**config.mk**
```make
export PLATFORM = sky130hd
export DESIGN_NAME = pixser_top
export DESIGN_NICKNAME = d
export VERILOG_FILES = /design/src/rtl/pixser_pkg.sv /design/src/rtl/pixser_edge_sync.sv /design/src/rtl/pixser_frame.sv /design/src/rtl/pixser_top.sv
export SDC_FILE = /design/constraint.sdc
export NUM_CORES = 1
export LEC_CHECK = 0
export CAP_MARGIN = 20
export CORE_MARGIN = 2
export CORE_UTILIZATION = 52
export DETAILED_ROUTE_END_ITERATION = 10
export PLACE_DENSITY = 0.86
export SYNTH_ARGS = -nofsm -noshare
export SYNTH_HDL_FRONTEND = slang
export SYNTH_SLANG_ARGS = --single-unit
```
**constraint.sdc**
```tcl
create_clock -name bit_clk -period 1.75 [get_ports bit_clk]
set_input_delay 0.35 -clock bit_clk [delete_from_list [all_inputs] [get_ports bit_clk]]
set_output_delay 0.35 -clock bit_clk [all_outputs]
set_load 0.05 [all_outputs]
```
**src/rtl/pixser_pkg.sv**
```systemverilog
package pixser_pkg;
    localparam int PIX_W   = 24;
    localparam int CTRL_W  = 3;
    localparam int RSV_W   = 2;
    localparam int FRAME_W = PIX_W + CTRL_W + 1 + RSV_W;

    typedef enum logic {
        ST_STANDBY = 1'b0,
        ST_SHIFT   = 1'b1
    } pixser_state_t;
endpackage

```
**src/rtl/pixser_edge_sync.sv**
```systemverilog
module pixser_edge_sync #(
    parameter int SYNC_N = 2
) (
    input  logic clk,
    input  logic rst_n,
    input  logic pix_clk,
    input  logic falling_sel,
    output logic cap
);
    localparam int SH_W = SYNC_N + 1;

    logic [SH_W-1:0] sh_q;
    logic            rise_w;
    logic            fall_w;

    always_ff @(posedge clk or negedge rst_n) begin
        if (!rst_n) sh_q <= '0;
        else        sh_q <= {sh_q[SH_W-2:0], pix_clk};
    end

    assign rise_w = sh_q[SYNC_N-1] & ~sh_q[SYNC_N];
    assign fall_w = ~sh_q[SYNC_N-1] & sh_q[SYNC_N];
    assign cap    = falling_sel ? fall_w : rise_w;


    no_double_cap_chk: assert property (@(posedge clk) disable iff (!rst_n)
        cap |=> !cap);
endmodule

```
**src/rtl/pixser_frame.sv**
```systemverilog
module pixser_frame
    import pixser_pkg::*;
(
    input  logic [PIX_W-1:0]   pix_bus,
    input  logic               swap_en,
    input  logic               vsync,
    input  logic               hsync,
    input  logic               den,
    output logic [FRAME_W-1:0] frame
);
    logic [PIX_W-1:0] rev_w;
    logic [PIX_W-1:0] pix_w;
    logic             par_w;

    for (genvar i = 0; i < PIX_W; i++) begin : g_rev
        assign rev_w[i] = pix_bus[PIX_W-1-i];
    end

    assign pix_w = swap_en ? rev_w : pix_bus;
    assign par_w = ~(^{pix_w, vsync, hsync, den});
    assign frame = {pix_w, vsync, hsync, den, par_w, {RSV_W{1'b0}}};
endmodule

```
**src/rtl/pixser_top.sv**
```systemverilog
module pixser_top
    import pixser_pkg::*;
#(
    parameter int TIMEOUT = 64,
    parameter int SYNC_N  = 2
) (
    input  logic             bit_clk,
    input  logic             rst_n,
    input  logic             pix_clk,
    input  logic             edge_sel,
    input  logic             swap_en,
    input  logic             two_lane,
    input  logic [PIX_W-1:0] pix_bus,
    input  logic             vsync,
    input  logic             hsync,
    input  logic             den,
    output logic             lane0,
    output logic             lane1,
    output logic             clk_out,
    output logic             standby
);
    localparam int CW       = $clog2(TIMEOUT + 1);
    localparam int HALF_ONE = (FRAME_W + 1) / 2;
    localparam int HALF_TWO = (FRAME_W / 2 + 1) / 2;
    localparam int LANE1_B  = FRAME_W / 2 - 1;

    pixser_state_t      state_q, state_d;
    logic               cap;
    logic [FRAME_W-1:0] frame_w;
    logic [FRAME_W-1:0] shreg_q;
    logic [CW-1:0]      cnt_q;
    logic [CW-1:0]      half_lim;
    logic               idle_end;

    pixser_edge_sync #(.SYNC_N(SYNC_N)) u_sync (
        .clk         (bit_clk),
        .rst_n       (rst_n),
        .pix_clk     (pix_clk),
        .falling_sel (edge_sel),
        .cap         (cap)
    );

    pixser_frame u_frame (
        .pix_bus (pix_bus),
        .swap_en (swap_en),
        .vsync   (vsync),
        .hsync   (hsync),
        .den     (den),
        .frame   (frame_w)
    );

    assign idle_end = (cnt_q == CW'(TIMEOUT - 1));
    assign half_lim = two_lane ? CW'(HALF_TWO) : CW'(HALF_ONE);

    // state register
    always_ff @(posedge bit_clk or negedge rst_n) begin
        if (!rst_n) state_q <= ST_STANDBY;
        else        state_q <= state_d;
    end

    // transitions: WAKE, RELOAD, IDLE_OUT
    always_comb begin
        state_d = state_q;
        unique case (state_q)
            ST_STANDBY: if (cap) state_d = ST_SHIFT;
            ST_SHIFT: begin
                if (cap)           state_d = ST_SHIFT;
                else if (idle_end) state_d = ST_STANDBY;
            end
            default:               state_d = ST_STANDBY;
        endcase
    end

    // shifter and idle counter
    always_ff @(posedge bit_clk or negedge rst_n) begin
        if (!rst_n) begin
            shreg_q <= '0;
            cnt_q   <= '0;
        end else if (cap) begin
            shreg_q <= frame_w;
            cnt_q   <= '0;
        end else if (state_q == ST_SHIFT) begin
            shreg_q <= {shreg_q[FRAME_W-2:0], 1'b0};
            if (!idle_end) cnt_q <= cnt_q + 1'b1;
        end else begin
            shreg_q <= '0;
        end
    end

    // outputs
    always_comb begin
        lane0   = 1'b0;
        lane1   = 1'b0;
        clk_out = 1'b0;
        standby = 1'b1;
        unique case (state_q)
            ST_STANDBY: standby = 1'b1;
            ST_SHIFT: begin
                standby = 1'b0;
                lane0   = shreg_q[FRAME_W-1];
                lane1   = two_lane & shreg_q[LANE1_B];
                clk_out = (cnt_q < half_lim);
            end
            default:    standby = 1'b1;
        endcase
    end


    wake_clears_chk: assert property (@(posedge bit_clk) disable iff (!rst_n)
        (state_q == ST_STANDBY && cap) |=> !standby);


    odd_parity_chk: assert property (@(posedge bit_clk) disable iff (!rst_n)
        cap |=> (^shreg_q[FRAME_W-1:RSV_W]) == 1'b1);


    rsv_zero_chk: assert property (@(posedge bit_clk) disable iff (!rst_n)
        cap |=> shreg_q[RSV_W-1:0] == '0);


    clk_rise_chk: assert property (@(posedge bit_clk) disable iff (!rst_n)
        $rose(clk_out) |-> $past(cap));


    quiet_standby_chk: assert property (@(posedge bit_clk) disable iff (!rst_n)
        standby |-> (!lane0 && !lane1 && !clk_out));


    one_lane_quiet_chk: assert property (@(posedge bit_clk) disable iff (!rst_n)
        !two_lane |-> !lane1);
endmodule

```
# Word level (Yosys, flattened, before mapping)
# Cells that the tools add are included.
# Widths: inputs -> output; s select.
totals:
  reg_bits: 41
  inputBits: 33
  output_inout_bits: 4
  wordCells: 34
classes:
  n_addsub: 1
  order_cmp: 1
  n_eq_ne: 2
  n_mux: 16
  bitwise: 7
  reduce_logical: 3
op_table:
  columns: ["cell", "count"]
  rows:
  - ["$mux 30", 2]
  - ["$reduce_xor 27->1", 1]
  - ["$mux 24", 1]
  - ["$mux 7", 3]
  - ["$add 7x1->7 const B", 1]
  - ["$eq 7x6->1 const B", 1]
  - ["$lt 7x4->1", 1]
  - ["$mux 1", 7]
  - ["$not 1->1", 4]
  - ["$pmux 1 s2", 2]
  - ["$and 1x1->1", 3]
  - ["$mux 3", 1]
  - ["$ne 2x2->1 const B", 1]
  - ["$reduce_and 2->1", 1]
  - ["$reduce_bool 2->1", 1]

# Depth between registers and ports, before layout
depth:
  ltp_word: 5
  mapped_depth: 6
  depth_no_buf: 6

# Hierarchy
# Synthesis repeated with hierarchy kept, for this count alone.
unflattened:
  hier_cells: 212
  hier_area_um2: 2459.9
modules_own_cells:
  columns: ["module", "n_inst", "cells_each", "area_each_um2", "seq_area_each_um2"]
  rows:
  - ["pixser_top", 1, 129, 1595.3, 950.9]
  - ["pixser_frame", 1, 77, 767.0, 0.0]
  - ["pixser_edge_sync", 1, 6, 97.6, 75.1]

# Worst setup path after synthesis
# No wires, ideal clock.
synth_path:
  path_kind: "register to output"
  startpoint: "register state_q"
  endpoint: "output clk_out"
  arrival_ns: 1.919
  t_required_ns: 1.400
  setup_slack_ns: -0.519
  stages_incl_launch_ff: 4
  path_buffers: 0
  path_cell_list: "dfrtp_1 inv_1 or4_1 a21oi_1"
synth_via:
  elab_chain_len: 1
synth_lines:
  columns: ["item", "line", "text"]
  rows:
  - ["start: declaration", "pixser_top.sv:27", "pixser_state_t state_q, state_d;"]
  - ["start signal: assignment", "pixser_top.sv:58", "else state_q <= state_d;"]
  - ["$mux 1", "pixser_top.sv:96", "unique case (state_q)"]
  - ["end: declaration", "pixser_top.sv:19", "output logic clk_out,"]
# No other way between the ends.

# Final worst setup path
layout_path:
  startpoint: "register cnt_q[1]"
  endpoint: "output clk_out"
layout_via:
  elab_chain_len: 2
layout_lines:
  columns: ["item", "line", "text"]
  rows:
  - ["start: declaration", "pixser_top.sv:31", "logic [CW-1:0] cnt_q;"]
  - ["start signal: assignment", "pixser_top.sv:84", "if (!idle_end) cnt_q <= cnt_q + 1'b1;"]
  - ["$lt 7x4->1", "pixser_top.sv:102", "clk_out = (cnt_q < half_lim);"]
  - ["$mux 1", "pixser_top.sv:96", null]
# No other way between the ends.

==> metrics.txt <==
final net count=308; largest net degree at the start of global routing=42; grt peak-use layer=met2; GR Util All Layers=0.241; slew margin rel.=0.682; Syn Area/Cell=10.4 um2; # rows=23; PwrDens=895 nW/um2; dpl cells=311; Finished Core Util=0.765; RSZ-0062 raised after global routing=yes; CTS tree=done; Filler cells=255; die height=67.8 um; FF+latch count, synth=39; met1 Use GR=0.316; syn_nets=240; initial antenna violation count=0; total gr overflow=0; global-route wire length before repair=7.87 mm; vias in the first global route=1,622; worst r2r src=cnt_q[1]$_DFFE_PN0P_; sequential element share of the synthesized area=0.461; IO Pins=37; FF-to-FF setup slack=130 ps; CTS max path bufs=2; drt drc=0; Final Skew=11.3 ps; GR Util met3=0.0633; non-filler instance count after layout=323; Worst-path clk slew=70 ps; Achievable Freq=504 MHz; port buffer count=36; Root Driver=clkbuf_8; HP Class=input port to asynchronous set/reset pin; HPWL after detailed placement=3.37 mm; Critical Path Start Type=flip-flop; Final Setup Violations=1; final setup margin=-236 ps; antenna cells=0; max-cap viol count=0; Cell Area, Synth=2120 um2; clock latency on the worst-skew pair=300 ps; failing checks=negative setup slack; clock sink count=39; synth unique cells=25; most frequent cells in the layout=48 x a21oi_1, 39 x dfrtp_1, 32 x buf_4; Via density=5.38; met2 Use GR=0.395; worst slew pin tran=477 ps; fin. max-slew vios=0; Ys Warns=0; Iter 0 DRT Violations=99; VDD IR-drop max=0.663 mV; commonest non-fill, non-tap cell in the layout=a21oi_1; r2r worst-path depth=7; core area=3970 um2; worst path required time=1400 ps; CP Launch Point=cnt_q[1]$_DFFE_PN0P_; Post-Syn Instances=204; final WL=5.00 mm; Worst EP arrival=1640 ps; Die Width=67.8 um; outcome=complete, but fails checks; # H-tree levels=2; leak pwr=1.45 nW; drt pass-1 iters=4; min cycle time layout=1990 ps; Setup CP Type=flip-flop to output pin; Initial Utilization=0.533; Reg-to-Reg End=cnt_q[4]$_DFFE_PN0P_; Area Growth Syn to Fin=43.6%; antenna viol nets, final=0; Routability Congestion=0.807; Hold-fix buffers, CTS=0; via count=1,738; drt wl/cell=15.5 um; Final Hold Viols=0; die area=4600 um2; share of post-route cells with drive strength above 1=0.245; largest fanout on the critical path=2; fin crit share=1.13; clock buffer count from CTS=5; Crit. End Element=output pin
-- cell families (layout without fill, tap and decap cells) --
group / count (synthesis) / count (layout) / synth area share
compound gates: 56 / 56 / 0.135
flops: 39 / 39 / 0.461
xor+xnor: 35 / 35 / 0.151
mux: 30 / 30 / 0.142
simple gates: 27 / 27 / 0.0662
buf+inv: 14 / 83 / 0.0266
fa+ha+maj: 3 / 3 / 0.0177
-- worst max-delay path by stage --
| stage | endpoint | slack [ps] | depth (start not counted) |
|---|---|---|---|
| after floorplan | clk_out | -90 | 3 |
| after global placement | shreg_q[2]$_DFF_PN0_ | -390 | 7 |
| after detailed placement | shreg_q[2]$_DFF_PN0_ | -460 | 7 |
| after CTS | clk_out | -280 | 6 |
| after global routing | clk_out | -320 | 6 |
| final | clk_out | -240 | 6 |
-- where the power goes --
| group | switching (mW) | leakage (nW) | internal, mW |
|---|---|---|---|
| registers | 0.0893 | 0.456 | 1.08 |
| clock network | 0.309 | 0.0422 | 0.280 |
| logic | 0.445 | 0.948 | 0.520 |
| total | 0.843 | 1.45 | 1.88 |
-- state kept, by name, indices dropped and copies added, names as in the netlist --
register / flops
state_q: 1
cnt_q: 7
u_sync.sh_q: 3
shreg_q: 28
-- layer usage --
layer  wire, um  part of all wire
met3        219             0.044
met2       2440              0.49
met1       2240              0.45
met4         98             0.020
met5          0                 0
-- critical path, stage by stage (launching register included) --
cell	delay (ps)
dfrtp_1	380
ha_1	280
o21a_1	120
o21ai_2	100
nand2b_1	110
a21oi_4	200
buf_12	150
-- metrics by stage --
step,area (um2),worst slack [ps],total power [mW],hold slack (ps),setup TNS [ps]
floorplan,2140,-91.1,1.71,54.4,-91.1
global route,3040,-316,2.88,137,-319
finish,3040,-236,2.72,88.0,-236
CTS,2940,-278,2.68,106,-278
global placement,2820,-387,2.04,333,-768
detailed placement,2820,-463,2.08,344,-956
-- area by class of cell --
cell class,count,area [um2],share of cell area
clock buffers,7,76.3,0.0251
clock inverters,1,5.00,0.00165
inverters,2,11.3,0.00371
multi-input cells,151,1200,0.396
flip-flops and latches,39,976,0.321
well taps,50,62.6,0.0206
repair buffers,73,703,0.231
-- repair_timing --
action                                  in CTS  in global routing
endpoints found under the setup margin       3                  4
buffers inserted                             2                  2
pin swaps                                   18                 16
resized for setup                           25                 22
-- cell usage after synthesis --
library cell | instances | area (um2)
o21ai_1 | 1 | 5.00
xnor2_1 | 19 | 166
inv_1 | 2 | 7.51
mux2i_1 | 30 | 300
clkbuf_1 | 9 | 33.8
nor2_1 | 6 | 22.5
and3_1 | 2 | 12.5
or4_1 | 1 | 7.51
or2_2 | 1 | 6.26
and2_1 | 2 | 12.5
dfrtp_1 | 39 | 976
ha_1 | 3 | 37.5
nor3_1 | 1 | 5.00
nand4_1 | 3 | 18.8
buf_2 | 3 | 15.0
a41oi_1 | 1 | 8.76
o21a_1 | 1 | 7.51
a21oi_1 | 49 | 245
nand3b_1 | 1 | 7.51
and4_1 | 1 | 8.76
nand2b_1 | 2 | 12.5
xnor3_1 | 1 | 22.5
xor2_1 | 15 | 131
nand2_1 | 7 | 26.3
o21ai_0 | 4 | 20.0
Note: power is estimated with default switching activity, not from simulation.
